--- config.mk ---
export PLATFORM = sky130hd
export DESIGN_NAME = cmp_watchdog
export DESIGN_NICKNAME = d
export VERILOG_FILES = /design/src/rtl/cwd_pkg.sv /design/src/rtl/cwd_prescaler.sv /design/src/rtl/cwd_counter.sv /design/src/rtl/cwd_regs.sv /design/src/rtl/cmp_watchdog.sv
export SDC_FILE = /design/constraint.sdc
export NUM_CORES = 1
export LEC_CHECK = 0
export BUFFER_PORTS_ARGS = -buffer_cell sky130_fd_sc_hd__buf_2
export CORE_MARGIN = 4
export CORE_UTILIZATION = 42
export DETAILED_ROUTE_END_ITERATION = 8
export PLACE_DENSITY = 0.69
export SYNTH_ARGS = -nofsm -noshare
export SYNTH_HDL_FRONTEND = slang
export SYNTH_HIERARCHICAL = 1
export SYNTH_SLANG_ARGS = --single-unit
export TNS_END_PERCENT = 5
--- constraint.sdc ---
create_clock -name clk -period 3.74 [get_ports clk]
set_input_delay 0.187 -clock clk [delete_from_list [all_inputs] [get_ports clk]]
set_output_delay 0.187 -clock clk [all_outputs]
set_load 0.005 [all_outputs]
--- src/rtl/cwd_pkg.sv ---
package cwd_pkg;
  typedef struct packed {
    logic [2:0] clk_sel;
    logic       idle_sus;
    logic       lock;
    logic       en;
  } cwd_ctrl_t;

  localparam logic [2:0] ADR_CTRL  = 3'd0;
  localparam logic [2:0] ADR_OFFS  = 3'd1;
  localparam logic [2:0] ADR_CMP   = 3'd2;
  localparam logic [2:0] ADR_FLAG  = 3'd3;
  localparam logic [2:0] ADR_CNTHI = 3'd4;

  localparam logic [2:0] SEL_DIV4 = 3'd1;
  localparam logic [2:0] SEL_DIV1 = 3'd2;
endpackage

--- src/rtl/cwd_prescaler.sv ---
module cwd_prescaler #(
  parameter int DIV_SLOW = 12,
  parameter int DIV_MID  = 4
) (
  input  logic       clk,
  input  logic       rst_n,
  input  logic       run,
  input  logic [2:0] sel,
  output logic       tick
);
  import cwd_pkg::*;
  localparam int PW = $clog2(DIV_SLOW);

  logic [PW-1:0] pre_q, pre_d, lim;

  always_comb begin
    case (sel)
      SEL_DIV4: lim = PW'(DIV_MID - 1);
      SEL_DIV1: lim = '0;
      default:  lim = PW'(DIV_SLOW - 1);
    endcase
  end

  assign tick = run && (pre_q >= lim);

  always_comb begin
    pre_d = pre_q;
    if (run) pre_d = tick ? '0 : pre_q + 1'b1;
  end

  always_ff @(posedge clk or negedge rst_n) begin
    if (!rst_n) pre_q <= '0;
    else        pre_q <= pre_d;
  end

  // the fastest selection steps on every running clock
  p_div1_every_clk_r8: assert property (@(posedge clk) disable iff (!rst_n)
    (run && sel == SEL_DIV1 && $past(run) && $past(sel) == SEL_DIV1) |-> tick);
endmodule

--- src/rtl/cwd_counter.sv ---
module cwd_counter #(
  parameter int CNT_W = 16
) (
  input  logic             clk,
  input  logic             rst_n,
  input  logic             tick,
  output logic [CNT_W-1:0] cnt,
  output logic             lo_wrap
);
  localparam int HW = CNT_W / 2;

  logic [CNT_W-1:0] cnt_d;

  assign lo_wrap = tick && (cnt[HW-1:0] == {HW{1'b1}});

  always_comb begin
    cnt_d = cnt;
    if (tick) cnt_d = cnt + 1'b1;
  end

  always_ff @(posedge clk or negedge rst_n) begin
    if (!rst_n) cnt <= '0;
    else        cnt <= cnt_d;
  end

  // a low-byte wrap leaves the low byte at zero
  p_wrap_lands_zero_r3: assert property (@(posedge clk) disable iff (!rst_n)
    lo_wrap |=> (cnt[HW-1:0] == '0));
endmodule

--- src/rtl/cwd_regs.sv ---
module cwd_regs #(
  parameter int CNT_W = 16
) (
  input  logic               clk,
  input  logic               rst_n,
  input  logic               wr_en,
  input  logic [2:0]         wr_addr,
  input  logic [CNT_W/2-1:0] wr_data,
  input  logic [2:0]         rd_addr,
  input  logic [CNT_W-1:0]   cnt,
  output logic [CNT_W/2-1:0] rd_data,
  output logic [CNT_W/2-1:0] cmp,
  output logic [2:0]         clk_sel,
  output logic               idle_sus,
  output logic               wd_on,
  output logic               force_req
);
  import cwd_pkg::*;
  localparam int DW = CNT_W / 2;

  cwd_ctrl_t     ctrl_q, ctrl_d;
  logic [DW-1:0] offs_q, offs_d, cmp_d;

  assign wd_on    = ctrl_q.en | ctrl_q.lock;
  assign clk_sel  = ctrl_q.clk_sel;
  assign idle_sus = ctrl_q.idle_sus;
  assign force_req = wr_en && (wr_addr == ADR_FLAG) && wr_data[0] && wd_on;

  always_comb begin
    ctrl_d = ctrl_q;
    offs_d = offs_q;
    cmp_d  = cmp;
    if (wr_en) begin
      case (wr_addr)
        ADR_CTRL: begin
          ctrl_d.en   = wr_data[0];
          ctrl_d.lock = ctrl_q.lock | wr_data[1];
          if (!wd_on) begin
            ctrl_d.idle_sus = wr_data[2];
            ctrl_d.clk_sel  = wr_data[5:3];
          end
        end
        ADR_OFFS: offs_d = wr_data;
        ADR_CMP:  cmp_d  = cnt[CNT_W-1:DW] + offs_q;
        default:  ;
      endcase
    end
  end

  always_ff @(posedge clk or negedge rst_n) begin
    if (!rst_n) begin
      ctrl_q <= '{clk_sel: 3'd0, idle_sus: 1'b0, lock: 1'b0, en: 1'b1};
      offs_q <= '0;
      cmp    <= '0;
    end else begin
      ctrl_q <= ctrl_d;
      offs_q <= offs_d;
      cmp    <= cmp_d;
    end
  end

  always_comb begin
    case (rd_addr)
      ADR_CTRL:  rd_data = DW'(ctrl_q);
      ADR_OFFS:  rd_data = offs_q;
      ADR_CMP:   rd_data = cmp;
      ADR_FLAG:  rd_data = cnt[DW-1:0];
      ADR_CNTHI: rd_data = cnt[CNT_W-1:DW];
      default:   rd_data = '0;
    endcase
  end

  p_lock_sticky_r6: assert property (@(posedge clk) disable iff (!rst_n)
    ctrl_q.lock |=> ctrl_q.lock);
  p_cfg_frozen_r7: assert property (@(posedge clk) disable iff (!rst_n)
    wd_on |=> ($stable(ctrl_q.clk_sel) && $stable(ctrl_q.idle_sus)));
  p_cmp_only_on_write_r10: assert property (@(posedge clk) disable iff (!rst_n)
    !(wr_en && wr_addr == ADR_CMP) |=> $stable(cmp));
endmodule

--- src/rtl/cmp_watchdog.sv ---
module cmp_watchdog #(
  parameter int CNT_W    = 16,
  parameter int DIV_SLOW = 12,
  parameter int DIV_MID  = 4
) (
  input  logic       clk,
  input  logic       rst_n,
  input  logic       wr_en,
  input  logic [2:0] wr_addr,
  input  logic [7:0] wr_data,
  input  logic [2:0] rd_addr,
  output logic [7:0] rd_data,
  input  logic       cpu_idle,
  output logic       wdt_rst_req
);
  localparam int DW = CNT_W / 2;

  logic [1:0]       rst_sync;
  logic             rst_i_n;
  logic             tick, lo_wrap, run, wd_on, idle_sus, force_req;
  logic             expire, req_d;
  logic [2:0]       clk_sel;
  logic [CNT_W-1:0] cnt;
  logic [DW-1:0]    cmp;

  always_ff @(posedge clk or negedge rst_n) begin
    if (!rst_n) rst_sync <= '0;
    else        rst_sync <= {rst_sync[0], 1'b1};
  end
  assign rst_i_n = rst_sync[1];

  assign run = !(idle_sus && cpu_idle);

  cwd_prescaler #(.DIV_SLOW(DIV_SLOW), .DIV_MID(DIV_MID)) u_pre (
    .clk(clk), .rst_n(rst_i_n), .run(run), .sel(clk_sel), .tick(tick));

  cwd_counter #(.CNT_W(CNT_W)) u_cnt (
    .clk(clk), .rst_n(rst_i_n), .tick(tick), .cnt(cnt), .lo_wrap(lo_wrap));

  cwd_regs #(.CNT_W(CNT_W)) u_regs (
    .clk(clk), .rst_n(rst_i_n), .wr_en(wr_en), .wr_addr(wr_addr),
    .wr_data(wr_data), .rd_addr(rd_addr), .cnt(cnt), .rd_data(rd_data),
    .cmp(cmp), .clk_sel(clk_sel), .idle_sus(idle_sus), .wd_on(wd_on),
    .force_req(force_req));

  assign expire = wd_on && lo_wrap && (cnt[CNT_W-1:DW] == cmp);

  always_comb begin
    req_d = expire | force_req;
  end

  always_ff @(posedge clk or negedge rst_i_n) begin
    if (!rst_i_n) wdt_rst_req <= 1'b0;
    else          wdt_rst_req <= req_d;
  end

  p_req_needs_on_r3: assert property (@(posedge clk) disable iff (!rst_i_n)
    wdt_rst_req |-> $past(wd_on));
  p_match_fires_r3: assert property (@(posedge clk) disable iff (!rst_i_n)
    (lo_wrap && wd_on && cnt[CNT_W-1:DW] == cmp) |=> wdt_rst_req);
  p_off_silent_r5: assert property (@(posedge clk) disable iff (!rst_i_n)
    !wd_on |=> !wdt_rst_req);
  p_idle_hold_r9: assert property (@(posedge clk) disable iff (!rst_i_n)
    (idle_sus && cpu_idle) |=> $stable(cnt));
endmodule

# Yosys cells after proc, flatten, opt, wreduce, memory -nomap -nowiden
# Cells that the tools add are included.
# word_totals
in_bits,18
out_inout_bits,9
ff_bits,45
word_cells,47
# classes
mux,3
eq_ne,11
reduce_logical,15
n_addsub,3
n_bitwise,4
n_lt_le_gt_ge,1
# ops
op,n
$pmux 8 s5,1
$add 16x1->16 const B,1
$eq 3x2->1 const B,5
$eq 3x1->1 const B,3
$add 8x8->8,1
$eq 8x8->1,1
$eq 8x8->1 const B,1
$logic_and 1x1->1,8
$pmux 4 s2,1
$logic_not 3->1,2
$reduce_and 2->1,3
$add 4x1->4 const B,1
$ge 4x4->1,1
$mux 4,1
$eq 3x3->1 const B,1
$or 1x1->1,3
$reduce_and 3->1,1
$logic_not 1->1,1
$not 1->1,1

# Depth between registers and ports, before layout
# logic_depth
ltp_word,8
ltp_mapped,12
mapped_depth_nobuf,10

# By module
# The synthesis kept the hierarchy.
# by_module_without_submodules
module,n_inst,area_each_um2,cells_each,seq_area_each_um2
cwd_regs,1,1540.2,151,551.8
cwd_counter,1,721.9,60,400.4
cwd_prescaler,1,287.8,32,100.1
cmp_watchdog,1,185.2,17,75.1

# Worst setup path after synthesis
# Ideal clock, no wire load.
# synth_path
kind,register to register
from,register u_regs.ctrl_q (netlist bit u_regs/clk_sel[2])
to,register wdt_rst_req
t_arrival_ns,2.545
path_stages_with_launch,12
path_buffers,2
required_time_ns,3.620
slack_ns,1.075
period_less_slack_ns,2.665
setup_ns,0.120
path_cell_list,dfrtp_1 buf_4 or3b_2 ha_1 nand2b_1 a311o_1 and2_1 buf_4 nand4_2 nor2_1 and3_1 a31o_1
# synth_between
elab_chain_cells,8
word_cells_on_any_way,9
cone_classes,order compare: 1; eq/ne: 2; mux: 1; bitwise: 1; reduce/logical: 4
# synth_rtl
element,line_no,source
from (decl),cwd_regs.sv:21,"cwd_ctrl_t ctrl_q, ctrl_d;"
from (signal assigned),cwd_regs.sv:52,"ctrl_q <= '{clk_sel: 3'd0, idle_sus: 1'b0, lock: 1'b0, en: 1'b1};"
from (signal assigned),cwd_regs.sv:56,ctrl_q <= ctrl_d;
$eq 3x2->1 / $eq 3x1->1 (equally long branches),cwd_prescaler.sv:17,case (sel)
$pmux 4 s2 *,cwd_prescaler.sv:17,
$ge 4x4->1 *,cwd_prescaler.sv:24,assign tick = run && (pre_q >= lim);
$logic_and 1x1->1 *,cwd_prescaler.sv:24,
named net tick,cmp_watchdog.sv:20,"logic tick, lo_wrap, run, wd_on, idle_sus, force_req;"
$logic_and 1x1->1 *,cwd_counter.sv:14,assign lo_wrap = tick && (cnt[HW-1:0] == {HW{1'b1}});
named net lo_wrap,cmp_watchdog.sv:20,
$logic_and 1x1->1 * (2 in series),cmp_watchdog.sv:46,assign expire = wd_on && lo_wrap && (cnt[CNT_W-1:DW] == cmp);
$or 1x1->1 *,cmp_watchdog.sv:49,req_d = expire | force_req;
named net req_d,cmp_watchdog.sv:21,"logic expire, req_d;"
to (signal assigned),cmp_watchdog.sv:54,else wdt_rst_req <= req_d;
to (decl),cmp_watchdog.sv:14,output logic wdt_rst_req
# The timed path passes the listed nets; every way through them passes the cells marked *.
# A chain may end at the register's enable or synchronous reset.

# Final worst setup path
# layout_path
from,register u_regs.ctrl_q (netlist bit u_regs/clk_sel[2])
to,register u_cnt.cnt[14]
# layout_between
elab_chain_cells,4
word_cells_on_any_way,5
cone_classes,order compare: 1; eq/ne: 2; mux: 1; reduce/logical: 1
# layout_rtl
element,line_no,source
$eq 3x2->1 / $eq 3x1->1 (equally long branches),cwd_prescaler.sv:17,
$pmux 4 s2 *,cwd_prescaler.sv:17,
$ge 4x4->1 *,cwd_prescaler.sv:24,
$logic_and 1x1->1 *,cwd_prescaler.sv:24,
named net tick,cmp_watchdog.sv:20,
to (signal assigned),cwd_counter.sv:23,else cnt <= cnt_d;
to (decl),cwd_counter.sv:7,"output logic [CNT_W-1:0] cnt,"
# Marked as above.

==> reports/metrics.cfg <==
[routing]
vias = 2055
met1_length_mm = 2.83
drtAntennaViolNets = 0
wl_mm = 5.93
viasPerCell = 5.71
wl_met3_um = 307
wl_met2_mm = 2.74
drt_iter0_drc = 169
wl_per_cell_um = 16.5
drtPass1Iterations = 4
route.detailed.drc = 0
top_layer = met4

[hold_path]
holdCritPathClass = input pin to flip-flop

[timing]
maxSlewHeadroom = 0.369
drv_slew = 0
rsz0062_at_grt = false
setup_viol_count_final = 0
setup-tns-final_ns = 0
fin_hold_ws_ns = 0.114
finalCritPeriodShare = 0.755
min_period_ns = 2.82
finalHoldViolations = 0
worst_pin_slew_ns = 0.947
max_freq_mhz = 354
skew_ns = 0.0102

[global_route]
grt_first_pass_wirelength_mm = 10.5
grt-ovfl-total = 0
grt_usage = 0.173
grt_pass1_vias = 2109
grt_max_degree = 44
antenna_found_initial = 0

[die]
rows = 29
io_pins = 27
die_w_um = 88.7
die-area_sq_um = 7870
coreArea_sq_um = 6350
start_util = 0.431
die_y_um = 88.7

[power]
sw_frac_of_total = 0.350
pwr_density_cell_nw_per_um2 = 527
comb_power_share = 0.316
internal_power_mw = 1.03
p_switching_mw = 0.555
peakVddDrop_mv = 0.297
leakagePower_nw = 1.39
seqPwrFrac = 0.479
pwr-share-clk = 0.205

[finish]
syn2layout_area_growth_pct = 10.1
num-nets-final = 313
drive_gt1_frac = 0.223
diodes = 0

[clock_network]
tritoncts = built
clkLatencyLatePin_ns = 0.30
cts_buffer_depth = 2
cts.sinks = 45
clk_pin_slew_ns = 0.09
htreeDepth = 2
cts-root-buf = clkbuf_8
postCtsSetupRepairBufs = 0
cts_made_buffers = 5

[logic_synthesis]
synth.area.top_cells = dfrtp_1 (40%), mux2_2 (7.8%), xor2_1 (6.4%)
yosys-top-cells-count = dfrtp_1 (44), nand2_1 (20), xor2_1 (20)
ys_async_sr_fraction = 1.00
synth_cells = 260
yosys.area.top_type = dfrtp_1
synth_area_sq_um = 2740
yosys_register_bits = 45
synth.top_cell.area_share = 0.403
yosys.cell_types.count = 53
ys_warn_count = 6
seq_area_frac_synth = 0.412
yosysMostFrequentCell = dfrtp_1
synth-main-ff-cell = dfrtp_1
synth_edf_count = 0
syn_nets = 291
synth_area_per_cell_sq_um = 10.5

[place]
place.gp.congestion = 0.838
place_hpwl_mm = 4.58
io_buffers = 26

[outcome]
outcome = complete, no violations

[setup_path]
path_buf_inv = 0
crit_family = simple AND/OR/NAND/NOR gates
slowest_delay_ns = 0.50
startpoint = u_regs/clk_sel[2]
path_cells = or3b_2 > ha_1 > nand2b_1 > a311o_1 > and2_1 > nand4_2 > nor4_1 > xor2_1
cp-end-kind = flip-flop
rr_worst_depth = 8
crit_arrival_ns = 3.05
r2r_setup_slack_ns = 0.92
r2r_end = u_cnt/cnt[14]
start_kind = flip-flop
critical_path_class = flip-flop to flip-flop
cp-endpoint = u_cnt/cnt[14]
rr_startpoint = u_regs/clk_sel[2]
cp_max_fo = 7
cp.depth = 8
crit_required_ns = 3.96
slowest_stage = or3b_2

[job]
maxCapViolations = 0

[flip-flops by register name, indices dropped and copies added, names as in the netlist]
register,flops
rst_sync,2
u_cnt/cnt,16
u_regs/clk_sel,3
wdt_rst_req,1
u_pre/pre_q,4
u_regs/ctrl_q,2
u_regs/cmp,8
u_regs/offs_q,8
u_regs/idle_sus,1
[worst min-delay path by stage]
stage                     cells after the start          endpoint        from
final                                         2  u_regs/offs_q[6]  wr_data[6]
after global routing                          2  u_regs/offs_q[6]  wr_data[6]
after CTS                                     2  u_regs/ctrl_q[1]  wr_data[1]
after detailed placement                      1       rst_sync[0]       rst_n
after global placement                        1       rst_sync[0]       rst_n
after floorplan                               0       rst_sync[0]       rst_n
[cells by family after synthesis]
kind of cell / synth area share
AOI/OAI and AO/OA: 0.133
xor gates and xnor gates: 0.0833
adders and majority gates: 0.0622
buffers and inverters: 0.0371
DFF: 0.412
muxes: 0.0974
other: 0.00137
and+or+nand+nor: 0.174
[power by group through the flow]
stage / Combinational (mW) / Clock, mW / Sequential [mW]
4_1_cts: 0.504 / 0.340 / 0.761
3_3_place_gp: 0.486 / 0 / 0.764
6_report: 0.502 / 0.325 / 0.759
2_1_floorplan: 0.444 / 0 / 0.715
3_5_place_dp: 0.503 / 0 / 0.771
5_1_grt: 0.579 / 0.361 / 0.781
[per-stage QoR]
stage                     power [mW]  utilization  worst slack, ns  instances  area, sq um
after floorplan                 1.16            -             1.08        260         2740
after global placement          1.25        0.457             1.09        351         2900
after detailed placement        1.27        0.457            0.976        351         2900
after CTS                       1.60        0.474            0.947        360         3010
after global routing            1.72        0.474            0.703        360         3010
final                           1.59        0.474            0.916        360         3010
[cell type report]
cell class | instances | area (sq um)
Inverter | 10 | 37.5
Fill cell | 569 | 3340
Tap cell | 77 | 96.3
Multi-Input combinational cell | 193 | 1510
Clock buffer | 7 | 96.3
Clock inverter | 1 | 5.00
Sequential cell | 45 | 1130
Timing Repair Buffer | 27 | 140
[placed cells by master (no fill, tap or decap), drive strengths merged, types with 7 or more instances in the layout]
cell type	instances
o22ai	9
nand2	20
nand4	9
o21ai	9
inv	10
ha	12
xor2	20
a22oi	12
clkbuf	7
mux2	19
nor2	10
buf	26
dfrtp	44
[metal layers]
| layer | vias up | track usage |
|---|---|---|
| li1 | 997 | - |
| met5 | - | 0 |
| met4 | 0 | 0.0495 |
| met1 | 1005 | 0.238 |
| met3 | 2 | 0.0382 |
| met2 | 51 | 0.275 |
[worst reg2reg max path: stages (launching register included)]
cell      delay, ns
dfrtp_1        0.42
or3b_2         0.50
ha_1           0.28
nand2b_1       0.09
a311o_1        0.29
and2_1         0.38
nand4_2        0.19
nor4_1         0.41
xor2_1         0.19
[repair_timing]
action | 4_1_cts | 5_1_grt
resized for setup | 0 | 0
endpoints found under the hold margin | 2 | 0
hold buffers | 1 | 0
(Power assumes the default switching activity.)
